===== config.mk =====
export PLATFORM = sky130hd
export DESIGN_NAME = dbr_unit
export DESIGN_NICKNAME = d
export VERILOG_FILES = /design/src/rtl/dbr_pkg.sv /design/src/rtl/dbr_decode.sv /design/src/rtl/dbr_loopcalc.sv /design/src/rtl/dbr_unit.sv
export SDC_FILE = /design/constraint.sdc
export NUM_CORES = 1
export LEC_CHECK = 0
export ABC_AREA = 0
export BUFFER_PORTS_ARGS = -buffer_cell sky130_fd_sc_hd__buf_4
export CAP_MARGIN = 25
export CORE_MARGIN = 2
export CORE_UTILIZATION = 30
export CTS_BUF_LIST = sky130_fd_sc_hd__clkbuf_8
export DETAILED_ROUTE_END_ITERATION = 12
export GPL_ROUTABILITY_DRIVEN = 0
export SYNTH_ARGS = -nofsm -noshare
export SYNTH_HDL_FRONTEND = slang
export SYNTH_SLANG_ARGS = --single-unit

===== constraint.sdc =====
create_clock -name clk -period 4.4 [get_ports clk]
set_input_delay 0.22 -clock clk [delete_from_list [all_inputs] [get_ports clk]]
set_output_delay 0.22 -clock clk [all_outputs]
set_load 0.005 [all_outputs]

===== src/rtl/dbr_pkg.sv =====
package dbr_pkg;
    localparam int XLEN = 32;
    localparam int OPW  = 6;

    localparam logic [OPW-1:0] OP_JMP_IND  = 6'h10;
    localparam logic [OPW-1:0] OP_ESCAPE   = 6'h13;
    localparam logic [OPW-1:0] OP_CMP_NE_R = 6'h14;
    localparam logic [OPW-1:0] OP_CMP_NE_K = 6'h15;
    localparam logic [OPW-1:0] OP_CMP_EQ_R = 6'h16;
    localparam logic [OPW-1:0] OP_CMP_EQ_K = 6'h17;
    localparam logic [OPW-1:0] OP_JMP      = 6'h1A;
    localparam logic [OPW-1:0] OP_CALL     = 6'h1B;
    localparam logic [OPW-1:0] OP_IFCC     = 6'h1C;
    localparam logic [OPW-1:0] OP_IFCC_S   = 6'h1D;
    localparam logic [OPW-1:0] OP_IFNCC    = 6'h1E;
    localparam logic [OPW-1:0] OP_IFNCC_S  = 6'h1F;
    localparam logic [OPW-1:0] OP_LOOP     = 6'h2D;
    localparam logic [4:0]     ESC_CALLI   = 5'h02;

    typedef enum logic [2:0] {
        K_NONE, K_DIRECT, K_INDIRECT, K_IFCC, K_IFNCC, K_CMP_NE, K_CMP_EQ, K_LOOP
    } br_kind_t;

    typedef enum logic {
        ST_SEQ,
        ST_SLOT
    } seq_state_t;
endpackage


===== src/rtl/dbr_decode.sv =====
module dbr_decode
    import dbr_pkg::*;
(
    input  logic [XLEN-1:0] instr,
    output br_kind_t        kind,
    output logic            has_slot,
    output logic            writes_link,
    output logic            use_const,
    output logic [4:0]      const5,
    output logic [XLEN-1:0] byte_off
);
    localparam int LONGW  = 26;
    localparam int SHORTW = 16;

    logic [OPW-1:0]    op;
    logic [SHORTW-1:0] split_off;
    logic [XLEN-1:0]   off_long;
    logic [XLEN-1:0]   off_short;

    assign op        = instr[31:26];
    assign split_off = {instr[20:16], instr[10:0]};
    assign off_long  = {{(XLEN-LONGW-2){instr[LONGW-1]}}, instr[LONGW-1:0], 2'b00};
    assign off_short = {{(XLEN-SHORTW-2){split_off[SHORTW-1]}}, split_off, 2'b00};
    assign const5    = instr[15:11];

    always_comb begin
        kind        = K_NONE;
        has_slot    = 1'b0;
        writes_link = 1'b0;
        use_const   = 1'b0;
        byte_off    = off_short;
        unique case (op)
            OP_JMP_IND: begin
                kind     = K_INDIRECT;
                has_slot = 1'b1;
            end
            OP_ESCAPE: begin
                if (instr[4:0] == ESC_CALLI) begin
                    kind        = K_INDIRECT;
                    has_slot    = 1'b1;
                    writes_link = 1'b1;
                end
            end
            OP_JMP, OP_CALL: begin
                kind        = K_DIRECT;
                has_slot    = 1'b1;
                writes_link = op[0];
                byte_off    = off_long;
            end
            OP_IFCC, OP_IFCC_S: begin
                kind     = K_IFCC;
                has_slot = op[0];
                byte_off = off_long;
            end
            OP_IFNCC, OP_IFNCC_S: begin
                kind     = K_IFNCC;
                has_slot = op[0];
                byte_off = off_long;
            end
            OP_CMP_NE_R, OP_CMP_NE_K: begin
                kind      = K_CMP_NE;
                use_const = op[0];
            end
            OP_CMP_EQ_R, OP_CMP_EQ_K: begin
                kind      = K_CMP_EQ;
                use_const = op[0];
            end
            OP_LOOP: begin
                kind     = K_LOOP;
                has_slot = 1'b1;
            end
            default: kind = K_NONE;
        endcase
    end
endmodule


===== src/rtl/dbr_loopcalc.sv =====
module dbr_loopcalc
    import dbr_pkg::*;
(
    input  logic [XLEN-1:0] step_val,
    input  logic [XLEN-1:0] count_val,
    output logic [XLEN-1:0] sum,
    output logic            cond_next
);
    logic [XLEN:0] wide;

    assign wide = {1'b0, step_val} + {1'b0, count_val};
    assign sum  = wide[XLEN-1:0];

    always_comb begin
        if (step_val[XLEN-1])
            cond_next = ~wide[XLEN-1];
        else
            cond_next = wide[XLEN];
    end

    always_comb begin
        if (step_val == '1 && count_val == '1)
            assert (cond_next == 1'b0)
                else $error("AST_SPENT_COUNT_STOPS failed");
    end
endmodule


===== src/rtl/dbr_unit.sv =====
module dbr_unit
    import dbr_pkg::*;
#(
    parameter logic [XLEN-1:0] RESET_PC = 32'h0000_1000
) (
    input  logic            clk,
    input  logic            rst_n,
    input  logic            instr_valid,
    input  logic [XLEN-1:0] instr,
    input  logic [XLEN-1:0] rs1_val,
    input  logic [XLEN-1:0] rs2_val,
    input  logic            cc_in,
    output logic [XLEN-1:0] pc_out,
    output logic [XLEN-1:0] next_pc,
    output logic            slot_active,
    output logic            link_we,
    output logic [XLEN-1:0] link_data,
    output logic            loop_we,
    output logic [XLEN-1:0] loop_data,
    output logic            loop_bit
);
    localparam logic [XLEN-1:0] INSTR_BYTES = 4;

    seq_state_t      state_q, state_d;
    logic [XLEN-1:0] pc_q, pc_d;
    logic [XLEN-1:0] pend_q, pend_d;
    logic            lcc_q, lcc_d;

    br_kind_t        kind;
    logic            has_slot, writes_link, use_const;
    logic [4:0]      const5;
    logic [XLEN-1:0] byte_off;
    logic [XLEN-1:0] lhs, target, seq_pc, sum;
    logic            taken, lcc_new;

    dbr_decode u_decode (
        .instr       (instr),
        .kind        (kind),
        .has_slot    (has_slot),
        .writes_link (writes_link),
        .use_const   (use_const),
        .const5      (const5),
        .byte_off    (byte_off)
    );

    dbr_loopcalc u_loop (
        .step_val  (rs1_val),
        .count_val (rs2_val),
        .sum       (sum),
        .cond_next (lcc_new)
    );

    assign seq_pc = pc_q + INSTR_BYTES;
    assign lhs    = use_const ? {{(XLEN-5){1'b0}}, const5} : rs1_val;
    assign target = (kind == K_INDIRECT) ? rs1_val : seq_pc + byte_off;

    always_comb begin
        unique case (kind)
            K_DIRECT, K_INDIRECT: taken = 1'b1;
            K_IFCC:               taken = cc_in;
            K_IFNCC:              taken = ~cc_in;
            K_CMP_NE:             taken = (lhs != rs2_val);
            K_CMP_EQ:             taken = (lhs == rs2_val);
            K_LOOP:               taken = lcc_q;
            default:              taken = 1'b0;
        endcase
    end

    // state register
    always_ff @(posedge clk) begin
        if (!rst_n) begin
            state_q <= ST_SEQ;
            pc_q    <= RESET_PC;
            pend_q  <= RESET_PC;
            lcc_q   <= 1'b0;
        end else begin
            state_q <= state_d;
            pc_q    <= pc_d;
            pend_q  <= pend_d;
            lcc_q   <= lcc_d;
        end
    end

    // next-state logic
    always_comb begin
        state_d = state_q;
        pc_d    = pc_q;
        pend_d  = pend_q;
        lcc_d   = lcc_q;
        if (instr_valid) begin
            unique case (state_q)
                ST_SEQ: begin
                    if (taken && has_slot) begin
                        pc_d    = seq_pc;
                        pend_d  = target;
                        state_d = ST_SLOT;
                    end else if (taken) begin
                        pc_d = target;
                    end else begin
                        pc_d = seq_pc;
                    end
                end
                ST_SLOT: begin
                    pc_d    = taken ? target : pend_q;
                    state_d = ST_SEQ;
                end
                default: state_d = ST_SEQ;
            endcase
            if (kind == K_LOOP)
                lcc_d = lcc_new;
        end
    end

    // outputs
    always_comb begin
        pc_out      = pc_q;
        next_pc     = pc_d;
        slot_active = (state_q == ST_SLOT);
        link_we     = instr_valid && writes_link;
        link_data   = pc_q + 2 * INSTR_BYTES;
        loop_we     = instr_valid && (kind == K_LOOP);
        loop_data   = sum;
        loop_bit    = lcc_q;
    end

    AST_SLOT_NOT_CHAINED: assert property (@(posedge clk) disable iff (!rst_n)
        (slot_active && instr_valid) |=> !slot_active);
    AST_SLOT_ENTRY_SEQ: assert property (@(posedge clk) disable iff (!rst_n)
        $rose(slot_active) |-> (pc_out == $past(pc_out) + INSTR_BYTES));
    AST_IDLE_HOLDS: assert property (@(posedge clk) disable iff (!rst_n)
        !instr_valid |=> ($stable(pc_out) && $stable(slot_active) && $stable(loop_bit)));
    AST_NONLOOP_KEEPS_BIT: assert property (@(posedge clk) disable iff (!rst_n)
        (instr_valid && !loop_we) |=> $stable(loop_bit));
    AST_FALLTHROUGH_ADVANCE: assert property (@(posedge clk) disable iff (!rst_n)
        (instr_valid && !slot_active && !taken) |=> (pc_out == $past(pc_out) + INSTR_BYTES));
endmodule


Yosys cells after proc, flatten, opt, wreduce, memory -nomap -nowiden
Cells that the tools add are included.
{"block": "op_classes", "eq_ne": 23, "n_bitwise": 3, "add_sub_neg": 4, "n_reduce_logical": 15, "mux": 18}
{"operator": "32-bit two-way mux", "count": 7}
{"operator": "6-bit by 5-bit == test with 1-bit output, second input constant", "count": 12}
{"operator": "32-bit one-hot mux with 2 select lines", "count": 1}
{"operator": "32-bit by 32-bit adder with 33-bit output", "count": 1}
{"operator": "32-bit by 3-bit adder with 32-bit output, second input constant", "count": 1}
{"operator": "32-bit adder", "count": 1}
{"operator": "32-bit by 4-bit adder with 32-bit output, second input constant", "count": 1}
{"operator": "32-bit == test", "count": 1}
{"operator": "32-bit inequality test", "count": 1}
{"operator": "3-bit one-hot mux with 8 select lines", "count": 1}
{"operator": "3-bit == test, second input constant", "count": 4}
{"operator": "2-bit OR reduction", "count": 6}
{"operator": "4-bit OR reduction", "count": 3}
{"operator": "3-bit by 2-bit == test with 1-bit output, second input constant", "count": 2}
{"operator": "6-bit == test, second input constant", "count": 1}
{"operator": "1-bit one-hot mux with 6 select lines", "count": 1}
{"operator": "6-bit OR reduction", "count": 1}
{"operator": "5-bit by 2-bit == test with 1-bit output, second input constant", "count": 1}
{"operator": "1-bit two-way mux", "count": 4}
{"operator": "1-bit one-hot mux with 2 select lines", "count": 2}
{"operator": "3-bit by 1-bit == test with 1-bit output, second input constant", "count": 1}
{"operator": "1-bit logical AND", "count": 3}
{"operator": "1-bit inverter", "count": 3}
{"operator": "1-bit one-hot mux with 3 select lines", "count": 1}
{"operator": "3 further kinds", "count": 3}
{"block": "word_totals", "ff_bits": 66, "out_inout_bits": 132, "wordCells": 67}

Depth between registers and ports, before layout
{"block": "depth", "word_depth": 10, "depth_mapped": 19, "mapped_depth_nobuf": 17}

Cells and area by module
Synthesis repeated with hierarchy kept, for this count alone.
{"block": "unflattened", "hier_cells": 1394, "area_unflattened_um2": 10070.9}
{"module": "dbr_unit", "n_inst": 1, "seq_area_each_um2": 1321.3, "area_per_inst_um2": 7702.4, "cells_each": 1089}
{"module": "dbr_loopcalc", "n_inst": 1, "seq_area_each_um2": 0.0, "area_per_inst_um2": 1838.0, "cells_each": 233}
{"module": "dbr_decode", "n_inst": 1, "seq_area_each_um2": 0.0, "area_per_inst_um2": 530.5, "cells_each": 72}

Least setup slack after synthesis
OpenSTA, ideal clock, no wires.
{"block": "synth_timing", "kind": "register to output", "from": "register pc_q[5] (netlist: pc_out[5])", "to": "output next_pc[20]", "setup_slack_ns": 0.102, "stages_incl_launch_ff": 20, "arrival_ns": 4.078, "t_required_ns": 4.180, "n_path_buf": 3, "path_cell_list": "dfxtp_1 > buf_2 > and3_1 > clkbuf_1 > and4_1 > clkbuf_1 > nand3_1 > nor2_1 > nand2_1 > xnor2_1 > ha_1 > and4_1 > nand2_1 > a2bb2oi_1 > a21oi_1 > or4b_2 > o211ai_1 > and3_1 > a211oi_1 > or3_1"}
{"block": "synth_via", "elab_chain_cells": 7, "elab_cells_between_ends": 8, "classes_between": "2 x add/sub; 6 x mux"}
{"item": "start: declaration", "line_no": "dbr_unit.sv:25", "rtl": "logic [XLEN-1:0] pc_q, pc_d;"}
{"item": "start signal: assignment", "line_no": "dbr_unit.sv:78", "rtl": "pc_q <= pc_d;"}
{"item": "32-bit by 3-bit adder with 32-bit output (*)", "line_no": "dbr_unit.sv:53", "rtl": "assign seq_pc = pc_q + INSTR_BYTES;"}
{"item": "32-bit adder", "line_no": "dbr_unit.sv:55", "rtl": "assign target = (kind == K_INDIRECT) ? rs1_val : seq_pc + byte_off;"}
{"item": "32-bit two-way mux", "line_no": "dbr_unit.sv:55"}
{"item": "32-bit two-way mux", "line_no": "dbr_unit.sv:97", "rtl": "end else if (taken) begin"}
{"item": "32-bit two-way mux", "line_no": "dbr_unit.sv:93", "rtl": "if (taken && has_slot) begin"}
{"item": "32-bit one-hot mux with 2 select lines (*)", "line_no": "dbr_unit.sv:91", "rtl": "unique case (state_q)"}
{"item": "32-bit two-way mux (*)", "line_no": "dbr_unit.sv:90", "rtl": "if (instr_valid) begin"}
{"item": "end: declaration", "line_no": "dbr_unit.sv:14", "rtl": "output logic [XLEN-1:0] next_pc,"}
Every way passes the cells marked *; elsewhere a longest branch is shown, timed or not.

Worst setup path in the final report
{"block": "layout_timing", "from": "register pc_q[4] (netlist: pc_out[4])", "to": "output next_pc[23]"}
Same word-level chain as after synthesis.

==> impl_metrics.toml <==
[run_status]
status = "finished with violations"
violations = "setup timing"

[global_routing]
grt_pass1_wl_um = 57700
grt_pass1_vias = 10300
overflow = 0
antenna_found_initial = 0
grt_usage_pct = 23.4
grt_max_degree = 34

[pwr]
p_leak_nw = 5.64
p_per_area_nw_per_um2 = 226
power_mw = 2.86
peakVddDrop_mv = 0.115

[die]
die-area_um2 = 32000
die_y_um = 179
rows = 63
fp.dieW_um = 179
start_util_pct = 30.7
core_um2 = 29900
pin_count = 232

[logic_synthesis]
ys_types = 87
synth-edff-count = 0
avgSynthCellArea_um2 = 7.18
synthCells = 1277
syn_nets = 1442
yosys_warnings = 0
yosysSeqAreaShare_pct = 14.4
synthArstFlopShare_pct = 0
mappedNetlistArea_um2 = 9170
synth_seq_cells = 66
ys.flop_type = "dfxtp_1"

[worst_hold_path]
min_from = "rs1_val[31]"
min_delay_worst_endpoint = "loop_bit"
min_path_type = "in2reg"
holdPathStages = 2

[clocking]
cts_buffer_depth = 2
numCtsBuffers = 9
holdBufCountCts = 0
h-tree-depth = 3
insertion_delay_ps = 390
cts.sinks = 66
root_buffer = "clkbuf_8"
cts_tree = "done"
cts.clk_slew.worst_paths_ps = 90

[route]
drt_drc_violations_left = 0
num_vias = 10900
routed_via_density = 5.61
first_pass_iters = 6
antenna_left = 0
drt_iter0_drc = 848
routed_wirelength_um = 38800
wl_per_cell_um = 19.9

[critical_path]
timing.reg2reg.setup_slack_ps = 470
critical_path_class = "reg2out"
start_kind = "flop"
arrival_ps = 4220
reg2reg_depth = 21
path_common_cell = "buf_4"
cp-end-kind = "output pin"
critical-path-slowest-cell = "o211ai_1"
cp_num_buf_inv = 5
required_ps = 4180
path_max_fanout = 5
cp_cell_sequence = "ha_4, and4_4, nand3_1, nor2_1, xor2_1, ha_1, buf_4, buf_4, buf_4, nand2_2, nor2_1, nand3_1, o211ai_1, o21bai_1, xnor2_1, nor2_1, o41ai_1, buf_4, or3_1, buf_4"
r2r_end = "pc_out[21]"
slowest_delay_ps = 470
critPathTopFamily = "simple AND/OR/NAND/NOR gates"
crit-reg2reg-launch = "pc_out[4]"

[layout]
final_cell_mix = "buf_4, nor2_1, nand2_1"
antenna_cells = 0
layout_commonest_cell = "buf_4"
area_delta_synth_final_pct = 38.2
drive_gt1_share_pct = 30.0
fill_cells = 3065
final_cell_area_um2 = 12700
fin_cells = 1948
final_core_util_pct = 42.4
finalNetCount = 1718

[sta]
worst_pin_slew_ps = 844
rsz0062_at_grt = "true"
finalHoldViolCount = 0
fin_skew_ps = 15.5
slew_violations = 0
fmax_ghz = 0.225
setup-violations-final = 6
final.setup.worst_slack_ps = -39.1
whs_ps = 89.1
post-route-min-period_ps = 4440
tns_ps = -173
fin_crit_sh_pct = 101
slew_headroom_pct = 43.7

[place]
pre_cts_ws_ps = -7.32
place_area_um2 = 11700
dp_cells = 1909
portBuffers = 231
place_hpwl_um = 31200

[flow_run]
maxCapViolCount = 0
-- metal layers --
metal | wire [µm] | vias up | global-route usage (%) | share of wire (%)
met5 | 0 | - | 0.160 | 0
li1 | - | 5291 | - | -
met2 | 19000 | 408 | 40.3 | 49
met4 | 1110 | 0 | 7.76 | 2.9
met1 | 16200 | 5159 | 29.5 | 42
met3 | 2550 | 78 | 4.01 | 6.6
-- cells by family after synthesis --
logic type / share of synthesized area, %
DFF: 14.4
muxes: 3.28
buffers and inverters: 5.88
adders and majority gates: 9.04
and+or+nand+nor: 24.9
AOI/OAI and AO/OA: 31.1
xor gates and xnor gates: 11.4
-- synthesized netlist by cell type (13+ instances only) --
cell | number | area (µm²)
a211oi_1 | 40 | 300
a21o_1 | 38 | 285
a21oi_1 | 77 | 385
a31oi_1 | 21 | 131
and3_1 | 17 | 106
buf_2 | 14 | 70.1
clkbuf_1 | 48 | 180
dfxtp_1 | 66 | 1320
ha_1 | 63 | 788
inv_1 | 56 | 210
mux2i_1 | 21 | 210
nand2_1 | 98 | 368
nand3_1 | 44 | 220
nand4_1 | 15 | 93.8
nor2_1 | 150 | 563
nor2b_1 | 17 | 106
nor3_1 | 41 | 205
nor4_1 | 13 | 81.3
o211ai_1 | 21 | 158
o21a_1 | 27 | 203
o21ai_0 | 49 | 245
o22ai_1 | 14 | 87.6
xnor2_1 | 74 | 648
xor2_1 | 43 | 377
-- registers in the layout, summed over array words and instances, names as in the netlist --
register and count:
loop_bit 1, pc_out 32, slot_active 1, pend_q 32
-- power breakdown --
part / switching (mW) / internal, mW / total [mW]
clock network: 0.277 / 0.393 / 0.669
registers: 0.0256 / 0.622 / 0.648
logic: 0.817 / 0.725 / 1.54
total: 1.12 / 1.74 / 2.86
-- worst max-delay path by stage --
stage	slack, ps	depth (start not counted)	to	start
2_1_floorplan	100	19	next_pc[20]	pc_out[5]
3_3_place_gp	50	17	next_pc[26]	pc_out[3]
3_5_place_dp	-7	13	next_pc[28]	pc_out[10]
4_1_cts	-30	18	next_pc[29]	pc_out[4]
5_1_grt	-300	17	next_pc[26]	pc_out[6]
6_report	-40	20	next_pc[23]	pc_out[4]
-- repair_timing --
item,in CTS,in global routing
resized for setup,46,75
pin swaps,22,35
buffers inserted,8,15
gates cloned,0,0
endpoints found under the setup margin,18,19
-- area by class of cell --
cell class | instances | area (µm²) | share of cell area, %
Sequential cell | 66 | 1330 | 10.5
Timing Repair Buffer | 336 | 2560 | 20.2
Clock buffer | 10 | 138 | 1.09
Tap cell | 390 | 488 | 3.85
Clock inverter | 6 | 114 | 0.898
Inverter | 58 | 218 | 1.72
Multi-Input combinational cell | 1082 | 7820 | 61.7
-- worst reg2reg max path: stages (launching register included) --
cell	delay [ps]
dfxtp_4	380
ha_4	140
and4_4	270
nand3_1	140
nor2_1	140
xor2_1	270
ha_1	230
buf_4	120
buf_4	90
buf_4	130
nand2_2	70
nor2_1	90
nand3_1	80
o211ai_1	470
buf_4	210
xor2_1	130
mux2i_1	90
buf_4	180
nor4_4	170
a311oi_2	80
buf_4	160
a211oi_1	210
Power figures use the tool's default switching activity.
